[src/rtl/wdrc_pkg.sv]
package wdrc_pkg;
  localparam int unsigned REG_W    = 8;
  localparam int unsigned FLAG_POS = REG_W - 1;
  localparam int unsigned EN_POS   = REG_W - 2;
  localparam int unsigned FIX_W    = REG_W - 2;
  localparam logic [FIX_W-1:0] FIX_VAL = 6'b011111;
  localparam logic [REG_W-1:0] WR_KEY  = 8'h5A;

  typedef enum logic [1:0] {
    OUT_NONE = 2'b00,
    OUT_SYS  = 2'b01,
    OUT_TMR  = 2'b10
  } pulse_sel_t;
endpackage

[src/rtl/wdrc_wr_gate.sv]
module wdrc_wr_gate #(
  parameter int unsigned DATA_W = wdrc_pkg::REG_W,
  parameter logic [DATA_W-1:0] KEY = wdrc_pkg::WR_KEY,
  localparam int unsigned WORD_W = 2 * DATA_W
) (
  input  logic              wr_stb,
  input  logic [WORD_W-1:0] wr_word,
  output logic              wr_ok,
  output logic              wr_flag_bit,
  output logic              wr_en_bit
);
  logic [DATA_W-1:0] key_byte;
  logic [DATA_W-1:0] data_byte;
  logic              unused_low;

  assign key_byte    = wr_word[WORD_W-1:DATA_W];
  assign data_byte   = wr_word[DATA_W-1:0];
  assign wr_ok       = wr_stb && (key_byte == KEY);
  assign wr_flag_bit = data_byte[DATA_W-1];
  assign wr_en_bit   = data_byte[DATA_W-2];
  assign unused_low  = ^data_byte[DATA_W-3:0];
endmodule

[src/rtl/wdrc_flag.sv]
module wdrc_flag (
  input  logic clk,
  input  logic por,
  input  logic set_ev,
  input  logic rd_stb,
  input  logic wr_ok,
  input  logic wr_flag_bit,
  output logic flag_q,
  output logic arm_q
);
  logic clr_req;

  assign clr_req = wr_ok && !wr_flag_bit && arm_q;

  always_ff @(posedge clk) begin
    if (por) begin
      flag_q <= 1'b0;
    end else if (set_ev) begin
      flag_q <= 1'b1;
    end else if (clr_req) begin
      flag_q <= 1'b0;
    end
  end

  always_ff @(posedge clk) begin
    if (por) begin
      arm_q <= 1'b0;
    end else if (wr_ok) begin
      arm_q <= 1'b0;
    end else if (rd_stb && flag_q) begin
      arm_q <= 1'b1;
    end
  end

  AST_FLAG_SETS: assert property (@(posedge clk) disable iff (por)
    set_ev |=> flag_q);
  AST_SET_BEATS_CLEAR: assert property (@(posedge clk) disable iff (por)
    (set_ev && wr_ok && !wr_flag_bit && arm_q) |=> flag_q);
  AST_CLEAR_NEEDS_ARM: assert property (@(posedge clk) disable iff (por)
    (flag_q && !arm_q) |=> flag_q);
  AST_WRITE_DISARMS: assert property (@(posedge clk) disable iff (por)
    wr_ok |=> !arm_q);
  AST_NO_SW_SET: assert property (@(posedge clk) disable iff (por)
    (!flag_q && !set_ev) |=> !flag_q);
endmodule

[src/rtl/wdrc_en_reg.sv]
module wdrc_en_reg (
  input  logic clk,
  input  logic por,
  input  logic wr_ok,
  input  logic wr_en_bit,
  output logic en_q
);
  always_ff @(posedge clk) begin
    if (por) begin
      en_q <= 1'b0;
    end else if (wr_ok) begin
      en_q <= wr_en_bit;
    end
  end

  AST_EN_HOLDS: assert property (@(posedge clk) disable iff (por)
    !wr_ok |=> $stable(en_q));
endmodule

[src/rtl/wdrc_pulse_gen.sv]
module wdrc_pulse_gen (
  input  logic clk,
  input  logic por,
  input  logic set_ev,
  input  logic en_q,
  output logic sys_rst_pulse,
  output logic tmr_clr_pulse
);
  import wdrc_pkg::*;

  pulse_sel_t sel_d;
  pulse_sel_t sel_q;

  always_comb begin
    sel_d = OUT_NONE;
    if (set_ev) begin
      sel_d = en_q ? OUT_SYS : OUT_TMR;
    end
  end

  always_ff @(posedge clk) begin
    if (por) begin
      sel_q <= OUT_NONE;
    end else begin
      sel_q <= sel_d;
    end
  end

  assign sys_rst_pulse = (sel_q == OUT_SYS);
  assign tmr_clr_pulse = (sel_q == OUT_TMR);

  AST_SYS_PULSE: assert property (@(posedge clk) disable iff (por)
    (set_ev && en_q) |=> (sys_rst_pulse && !tmr_clr_pulse));
  AST_TMR_PULSE: assert property (@(posedge clk) disable iff (por)
    (set_ev && !en_q) |=> (tmr_clr_pulse && !sys_rst_pulse));
  AST_PULSE_ONE_CYCLE: assert property (@(posedge clk) disable iff (por)
    !set_ev |=> (!sys_rst_pulse && !tmr_clr_pulse));
  AST_PULSE_EXCL: assert property (@(posedge clk) disable iff (por)
    $onehot0({sys_rst_pulse, tmr_clr_pulse}));
endmodule

[src/rtl/wdt_rst_ctrl.sv]
module wdt_rst_ctrl #(
  parameter int unsigned DATA_W = wdrc_pkg::REG_W,
  parameter logic [DATA_W-1:0] KEY = wdrc_pkg::WR_KEY,
  parameter logic [DATA_W-3:0] FIX_VAL = wdrc_pkg::FIX_VAL,
  localparam int unsigned WORD_W = 2 * DATA_W,
  localparam int unsigned FIX_W = DATA_W - 2
) (
  input  logic              clk,
  input  logic              ext_rst,
  input  logic              dstby_rst,
  input  logic              rd_stb,
  output logic [DATA_W-1:0] rd_data,
  input  logic              wr_stb,
  input  logic [WORD_W-1:0] wr_word,
  input  logic              ovf_pulse,
  input  logic              wd_mode,
  output logic              sys_rst_pulse,
  output logic              tmr_clr_pulse
);
  logic por;
  logic set_ev;
  logic wr_ok;
  logic wr_flag_bit;
  logic wr_en_bit;
  logic flag_q;
  logic arm_q;
  logic en_q;

  // Only the pin and deep-standby resets reach the register.
  assign por    = ext_rst || dstby_rst;
  assign set_ev = ovf_pulse && wd_mode;

  wdrc_wr_gate #(.DATA_W(DATA_W), .KEY(KEY)) u_wr_gate (
    .wr_stb      (wr_stb),
    .wr_word     (wr_word),
    .wr_ok       (wr_ok),
    .wr_flag_bit (wr_flag_bit),
    .wr_en_bit   (wr_en_bit)
  );

  wdrc_flag u_flag (
    .clk         (clk),
    .por         (por),
    .set_ev      (set_ev),
    .rd_stb      (rd_stb),
    .wr_ok       (wr_ok),
    .wr_flag_bit (wr_flag_bit),
    .flag_q      (flag_q),
    .arm_q       (arm_q)
  );

  wdrc_en_reg u_en (
    .clk       (clk),
    .por       (por),
    .wr_ok     (wr_ok),
    .wr_en_bit (wr_en_bit),
    .en_q      (en_q)
  );

  wdrc_pulse_gen u_pulse (
    .clk           (clk),
    .por           (por),
    .set_ev        (set_ev),
    .en_q          (en_q),
    .sys_rst_pulse (sys_rst_pulse),
    .tmr_clr_pulse (tmr_clr_pulse)
  );

  assign rd_data[DATA_W-1] = flag_q;
  assign rd_data[DATA_W-2] = en_q;
  for (genvar b = 0; b < FIX_W; b++) begin : g_fix
    assign rd_data[b] = FIX_VAL[b];
  end

  AST_INTERVAL_NO_FLAG: assert property (@(posedge clk) disable iff (por)
    (!wd_mode && !rd_data[DATA_W-1]) |=> !rd_data[DATA_W-1]);
  AST_INTERVAL_NO_PULSE: assert property (@(posedge clk) disable iff (por)
    !wd_mode |=> (!sys_rst_pulse && !tmr_clr_pulse));
  AST_BAD_KEY_HOLDS_EN: assert property (@(posedge clk) disable iff (por)
    (wr_word[WORD_W-1:DATA_W] != KEY) |=> $stable(rd_data[DATA_W-2]));
  AST_SELF_RST_KEEPS: assert property (@(posedge clk) disable iff (por)
    sys_rst_pulse |-> rd_data[DATA_W-1]);
endmodule

[config.mk]
export PLATFORM = sky130hd
export DESIGN_NAME = wdt_rst_ctrl
export DESIGN_NICKNAME = d
export VERILOG_FILES = /design/src/rtl/wdrc_pkg.sv /design/src/rtl/wdrc_wr_gate.sv /design/src/rtl/wdrc_flag.sv /design/src/rtl/wdrc_en_reg.sv /design/src/rtl/wdrc_pulse_gen.sv /design/src/rtl/wdt_rst_ctrl.sv
export SDC_FILE = /design/constraint.sdc
export NUM_CORES = 1
export LEC_CHECK = 0
export BUFFER_PORTS_ARGS = -buffer_cell sky130_fd_sc_hd__buf_2
export CAP_MARGIN = 25
export CORE_AREA = 2 2 39 41
export DETAILED_ROUTE_END_ITERATION = 7
export DIE_AREA = 0 0 41 43
export GPL_TIMING_DRIVEN = 0
export HOLD_SLACK_MARGIN = 0.1
export PLACE_DENSITY_LB_ADDON = 0.08
export REMOVE_ABC_BUFFERS = 1
export SLEW_MARGIN = 20
export SYNTH_ARGS = -nofsm -noshare
export SYNTH_HDL_FRONTEND = slang
export SYNTH_SLANG_ARGS = --single-unit
[constraint.sdc]
create_clock -name clk -period 0.9 [get_ports clk]
set_clock_uncertainty 0.15 [all_clocks]
set_input_delay 0.09 -clock clk [delete_from_list [all_inputs] [get_ports clk]]
set_output_delay 0.09 -clock clk [all_outputs]
set_load 0.02 [all_outputs]
After elaboration in Yosys (flattened, before gate mapping)
Cells that the tools add are included.
{ "op_classes": {"addsub": 0, "multipliers": 0, "div": 0, "n_lt_le_gt_ge": 0, "n_eq_ne": 3, "n_shift": 0, "mux": 3, "n_bitwise": 1, "n_reduce_logical": 10} }
{ "op_table": {"columns": ["op", "n"], "rows": [
  ["$eq A8 B7 Y1 const B", 1],
  ["$logic_and A1 B1 Y1", 5],
  ["$reduce_or A2 Y1", 2],
  ["$eq A2 B1 Y1 const B", 1],
  ["$eq A2 B2 Y1 const B", 1],
  ["$mux W1", 2],
  ["$mux W2", 1],
  ["$reduce_bool A2 Y1", 1],
  ["$logic_not A1 Y1", 1],
  ["$logic_or A1 B1 Y1", 1],
  ["$not A1 Y1", 1]
]} }
{ "totals": {"register_bits": 5, "latch_bits": 0, "mem_bits_rw": 0, "romBits": 0, "output_inout_bits": 10, "n_memories": 0} }

Depth between registers and ports, before layout
{ "depth": {"depth_word": 6, "depth_mapped": 3, "mapped_depth_nobuf": 3} }

Hierarchy
Synthesis repeated with hierarchy kept, for this count alone.
{ "hier_totals": {"hier_cells": 33, "hier_area_um2": 307.8} }
{ "by_module_without_submodules": {"columns": ["module", "instances", "cells_each", "area_each_um2", "seq_area_each_um2"], "rows": [
  ["wdt_rst_ctrl", 1, 12, 80.1, 0.0],
  ["wdrc_flag", 1, 7, 76.3, 40.0],
  ["wdrc_pulse_gen", 1, 6, 73.8, 40.0],
  ["wdrc_wr_gate", 1, 5, 43.8, 0.0],
  ["wdrc_en_reg", 1, 3, 33.8, 20.0]
]} }

Worst setup path before layout
OpenSTA, ideal clock, no wires.
{ "synth_path": {"path_type": "input port to flip-flop", "startpoint": "input port wr_word[10]", "endpoint": "register u_en.en_q", "setup_time_ns": 0.072, "arrival_ns": 0.758, "slack_ns": -0.079, "cell_stages": 3, "path_buffers": 0, "cell_sequence": "nand4bb_4 nor4_4 mux2i_1"} }
{ "synth_via": {"elab_chain_cells": 2} }
{ "synth_lines": {"columns": ["element", "line", "source"], "rows": [
  ["start: declaration", "wdt_rst_ctrl.sv:14", "input logic [WORD_W-1:0] wr_word,"],
  ["$eq A8 B7 Y1", "wdrc_wr_gate.sv:18", "assign wr_ok = wr_stb && (key_byte == KEY);"],
  ["$logic_and A1 B1 Y1", "wdrc_wr_gate.sv:18", null],
  ["end signal: assignment", "wdrc_en_reg.sv:12", "en_q <= wr_en_bit;"],
  ["end: declaration", "wdrc_en_reg.sv:6", "output logic en_q"]
]} }
No other way between the ends.
A chain may end at the register's enable or synchronous reset.

Worst setup path after layout
{ "layout_path": {"startpoint": "register u_pulse.sel_q[0]", "endpoint": "output port sys_rst_pulse"} }
{ "layout_via": {"elab_chain_cells": 1} }
{ "layout_lines": {"columns": ["element", "line", "source"], "rows": [
  ["start: declaration", "wdrc_pulse_gen.sv:12", "pulse_sel_t sel_q;"],
  ["start signal: assignment", "wdrc_pulse_gen.sv:25", "sel_q <= sel_d;"],
  ["$eq A2 B1 Y1", "wdrc_pulse_gen.sv:29", "assign sys_rst_pulse = (sel_q == OUT_SYS);"],
  ["end: declaration", "wdt_rst_ctrl.sv:17", "output logic sys_rst_pulse,"]
]} }
No other way between the ends.

==> metrics.log <==
INFO  metric grt_start_max_net_pins = 6
INFO  metric netlist_instances = 34
INFO  metric grt_pass1_wl = 897 um
INFO  metric failed_checks = hold timing, setup timing
INFO  metric critical_path_class = flop to primary output
INFO  metric synth.top_cell.area_share = 32.4%
INFO  metric maxClockFrequency = 0.944 GHz
INFO  metric dp_cells = 66
INFO  metric post_drt_via_cell_ratio = 3.89
INFO  metric min_setup_slack_post_route = -159 ps
INFO  metric design.core.area = 0.00138 mm2
INFO  metric required = 660 ps
INFO  metric detail_route.first_pass.iterations = 4
INFO  metric finalNetCount = 80
INFO  metric ys_top_cells_by_count = 8 x sky130_fd_sc_hd__buf_4, 5 x sky130_fd_sc_hd__dfxtp_1, 4 x sky130_fd_sc_hd__nand2_1
INFO  metric synthMostInstantiatedCell = sky130_fd_sc_hd__buf_4
INFO  metric post-route-util = 33.0%
INFO  metric ys_seq_area_share = 32.4%
INFO  metric power.static_leakage = 0.222 nW
INFO  metric synth_top_cells_by_area = sky130_fd_sc_hd__dfxtp_1 32%, sky130_fd_sc_hd__buf_4 19%, sky130_fd_sc_hd__nand4bb_4 8.9%
INFO  metric critPathCapture = sys_rst_pulse
INFO  metric post_synth.cell_area_avg = 9.09 um2
INFO  metric share_of_post_route_cells_with_drive_strength_above_1 = 53.6%
INFO  metric initial_utilization = 22.3%
INFO  metric outcome = finished with violations
INFO  metric cts_root_buffer = sky130_fd_sc_hd__clkbuf_4
INFO  metric synth_enable_flop_cells = 0
INFO  metric gr-total-overflow = 0
INFO  metric grt_pass1_vias = 239
INFO  metric cts_tree = built
INFO  metric yosysTopAreaCell = sky130_fd_sc_hd__dfxtp_1
INFO  metric globalRouteTotalUtil = 8.13%
INFO  metric antenna_cells_inserted = 0
INFO  metric hold_slack = -124 ps
INFO  metric critical_path.reg2reg.endpoint = u_pulse.sel_q[0]$_SDFF_PP0_
INFO  metric area.growth.synth_to_final = 47.8%
INFO  metric tritoncts_buffer_count = 3
INFO  metric detail-route-antenna-nets = 0
INFO  metric die_width = 41 um
INFO  metric max_cap_violations = 0
INFO  metric worstPathArrival = 820 ps
INFO  metric clk_transition_reported_paths = 40 ps
INFO  metric hold_path_class = primary input to flop
INFO  metric dieHeight = 43 um
INFO  metric cts_sinks = 5
INFO  metric layout_worst_path_cycle_share = 118%
INFO  metric avgRoutedWirePerCell = 8.65 um
INFO  metric path_max_fanout = 2
INFO  metric rsz0062_at_grt = true
INFO  metric synth_cell_type_count = 16
INFO  metric cts.path.max_buffers = 2
INFO  metric synth_ff_type = sky130_fd_sc_hd__dfxtp_1
INFO  metric power_per_cell_area = 1270 mW/mm2
INFO  metric syn_area = 309 um2
INFO  metric setup_tns = -366 ps
INFO  metric reg2reg_depth = 2
INFO  metric start_kind = flop
INFO  metric rrSetupSlack = 60 ps
INFO  metric gp_weighted_congestion = 0.705
INFO  metric yosysWarningCount = 0
INFO  metric route.vias.total = 280
INFO  metric placementRows = 14
INFO  metric hold_viol = 2
INFO  metric final_cell_count_no_fill = 72
INFO  metric endpoint_kind = primary output
INFO  metric timing.critical_path.from = u_pulse.sel_q[0]$_SDFF_PP0_
INFO  metric clk_latency = 240 ps
INFO  metric antenna_found_initial = 0
INFO  metric fp.dieArea = 0.00176 mm2
INFO  metric pre_cts_setup_slack = -288 ps
INFO  metric clock_tree.htree_level_count = 1
INFO  metric async_flop_share = 0%
INFO  metric drt_drc_violations_left = 0
INFO  metric drt_iter0_drc = 5
INFO  metric synth.ff_latch_count = 5
INFO  metric top_level_ports = 33
INFO  metric reg_to_reg_critical_path_startpoint = u_en.en_q$_SDFFE_PP0P_
INFO  metric place_hpwl = 521 um
INFO  metric timing.final.max_slew_violations = 0
INFO  metric setup-violations-final = 5
INFO  metric cts-hold-fix-buffers = 1
INFO  metric ir_drop = 454 uV
INFO  metric port-buffer-count = 20
INFO  metric routed_wirelength = 623 um
INFO  metric final_period_minus_worst_setup_slack = 1060 ps
==> timing repair <==
action	CTS	global route
endpoints found under the hold margin	5	5
setup buffers	1	0
pin swaps	1	0
setup endpoints to repair	6	7
gates resized for setup	11	0
==> routing by layer <==
layer / share of wire (%) / vias to the layer above / track usage [%]
met5: 0 / - / 0
met2: 57 / 16 / 12.2
met4: 0 / 0 / 8.00
met1: 34 / 123 / 7.72
met3: 8.0 / 0 / 3.14
li1: - / 141 / -
==> power breakdown <==
| group | internal (W) | switching (W) |
|---|---|---|
| combinational | 0.0000465 | 0.0000526 |
| sequential | 0.000226 | 0.00000213 |
| clock | 0.000167 | 0.0000868 |
==> final cells by class <==
cell class	count	area [um2]
clock buffer	4	26.3
multi-input combinational	25	164
sequential	5	105
timing repair buffer	22	141
fill	149	927
tap	16	20.0
==> flip-flops by register name (all words and copies together) (netlist names) <==
signal         flops
u_en.en_q          1
u_pulse.sel_q      2
u_flag.flag_q      1
u_flag.arm_q       1
==> stage by stage <==
step	total power, W	hold slack, ps	instance area (um2)
2_1_floorplan	0.000278	18.1	264
3_3_place_gp	0.000320	122	384
3_5_place_dp	0.000322	124	384
4_1_cts	0.000593	-133	457
5_1_grt	0.000622	-122	457
6_report	0.000582	-124	457
==> kinds of logic (layout without fill, tap and decap cells) <==
family	Yosys count	in the layout	share of synthesized area [%]
AOI/OAI and AO/OA	3	3	5.26
buffers and inverters	8	26	19.4
DFF	5	5	32.4
muxes	1	1	3.24
other	2	6	2.43
and+or+nand+nor	15	15	37.3
==> critical path, cell delays in order, from the launching register on <==
cell and delay, ps:
sky130_fd_sc_hd__dfxtp_2 310, sky130_fd_sc_hd__nor2b_1 120, sky130_fd_sc_hd__buf_4 150
==> cell usage in the layout, fill, tap and decap left out <==
| cell | n |
|---|---|
| sky130_fd_sc_hd__a21oi_1 | 1 |
| sky130_fd_sc_hd__nand2b_1 | 1 |
| sky130_fd_sc_hd__buf_6 | 3 |
| sky130_fd_sc_hd__o21ai_0 | 1 |
| sky130_fd_sc_hd__nand2_1 | 4 |
| sky130_fd_sc_hd__nand4bb_4 | 1 |
| sky130_fd_sc_hd__conb_1 | 6 |
| sky130_fd_sc_hd__and2_1 | 1 |
| sky130_fd_sc_hd__clkbuf_1 | 1 |
| sky130_fd_sc_hd__buf_2 | 15 |
| sky130_fd_sc_hd__dlygate4sd3_1 | 1 |
| sky130_fd_sc_hd__nor4_1 | 1 |
| sky130_fd_sc_hd__buf_4 | 3 |
| sky130_fd_sc_hd__dfxtp_2 | 4 |
| sky130_fd_sc_hd__clkbuf_4 | 3 |
| sky130_fd_sc_hd__and3_1 | 1 |
| sky130_fd_sc_hd__dfxtp_1 | 1 |
| sky130_fd_sc_hd__nor2b_1 | 3 |
| sky130_fd_sc_hd__nor4_4 | 1 |
| sky130_fd_sc_hd__a31oi_1 | 1 |
| sky130_fd_sc_hd__nor2_1 | 2 |
| sky130_fd_sc_hd__mux2i_1 | 1 |
==> how the worst min path moves through the flow <==
stage / cells past startpoint / slack, ps / endpoint / start
global placement: 2 / 120 / u_flag.arm_q$_SDFFE_PP0P_ / dstby_rst
floorplan: 1 / 20 / u_flag.arm_q$_SDFFE_PP0P_ / dstby_rst
detailed placement: 2 / 120 / u_flag.arm_q$_SDFFE_PP0P_ / ext_rst
CTS: 2 / -130 / u_flag.arm_q$_SDFFE_PP0P_ / ext_rst
finish: 2 / -120 / u_flag.arm_q$_SDFFE_PP0P_ / ext_rst
global route: 2 / -120 / u_flag.arm_q$_SDFFE_PP0P_ / ext_rst
Note: power is estimated with default switching activity, not from simulation.
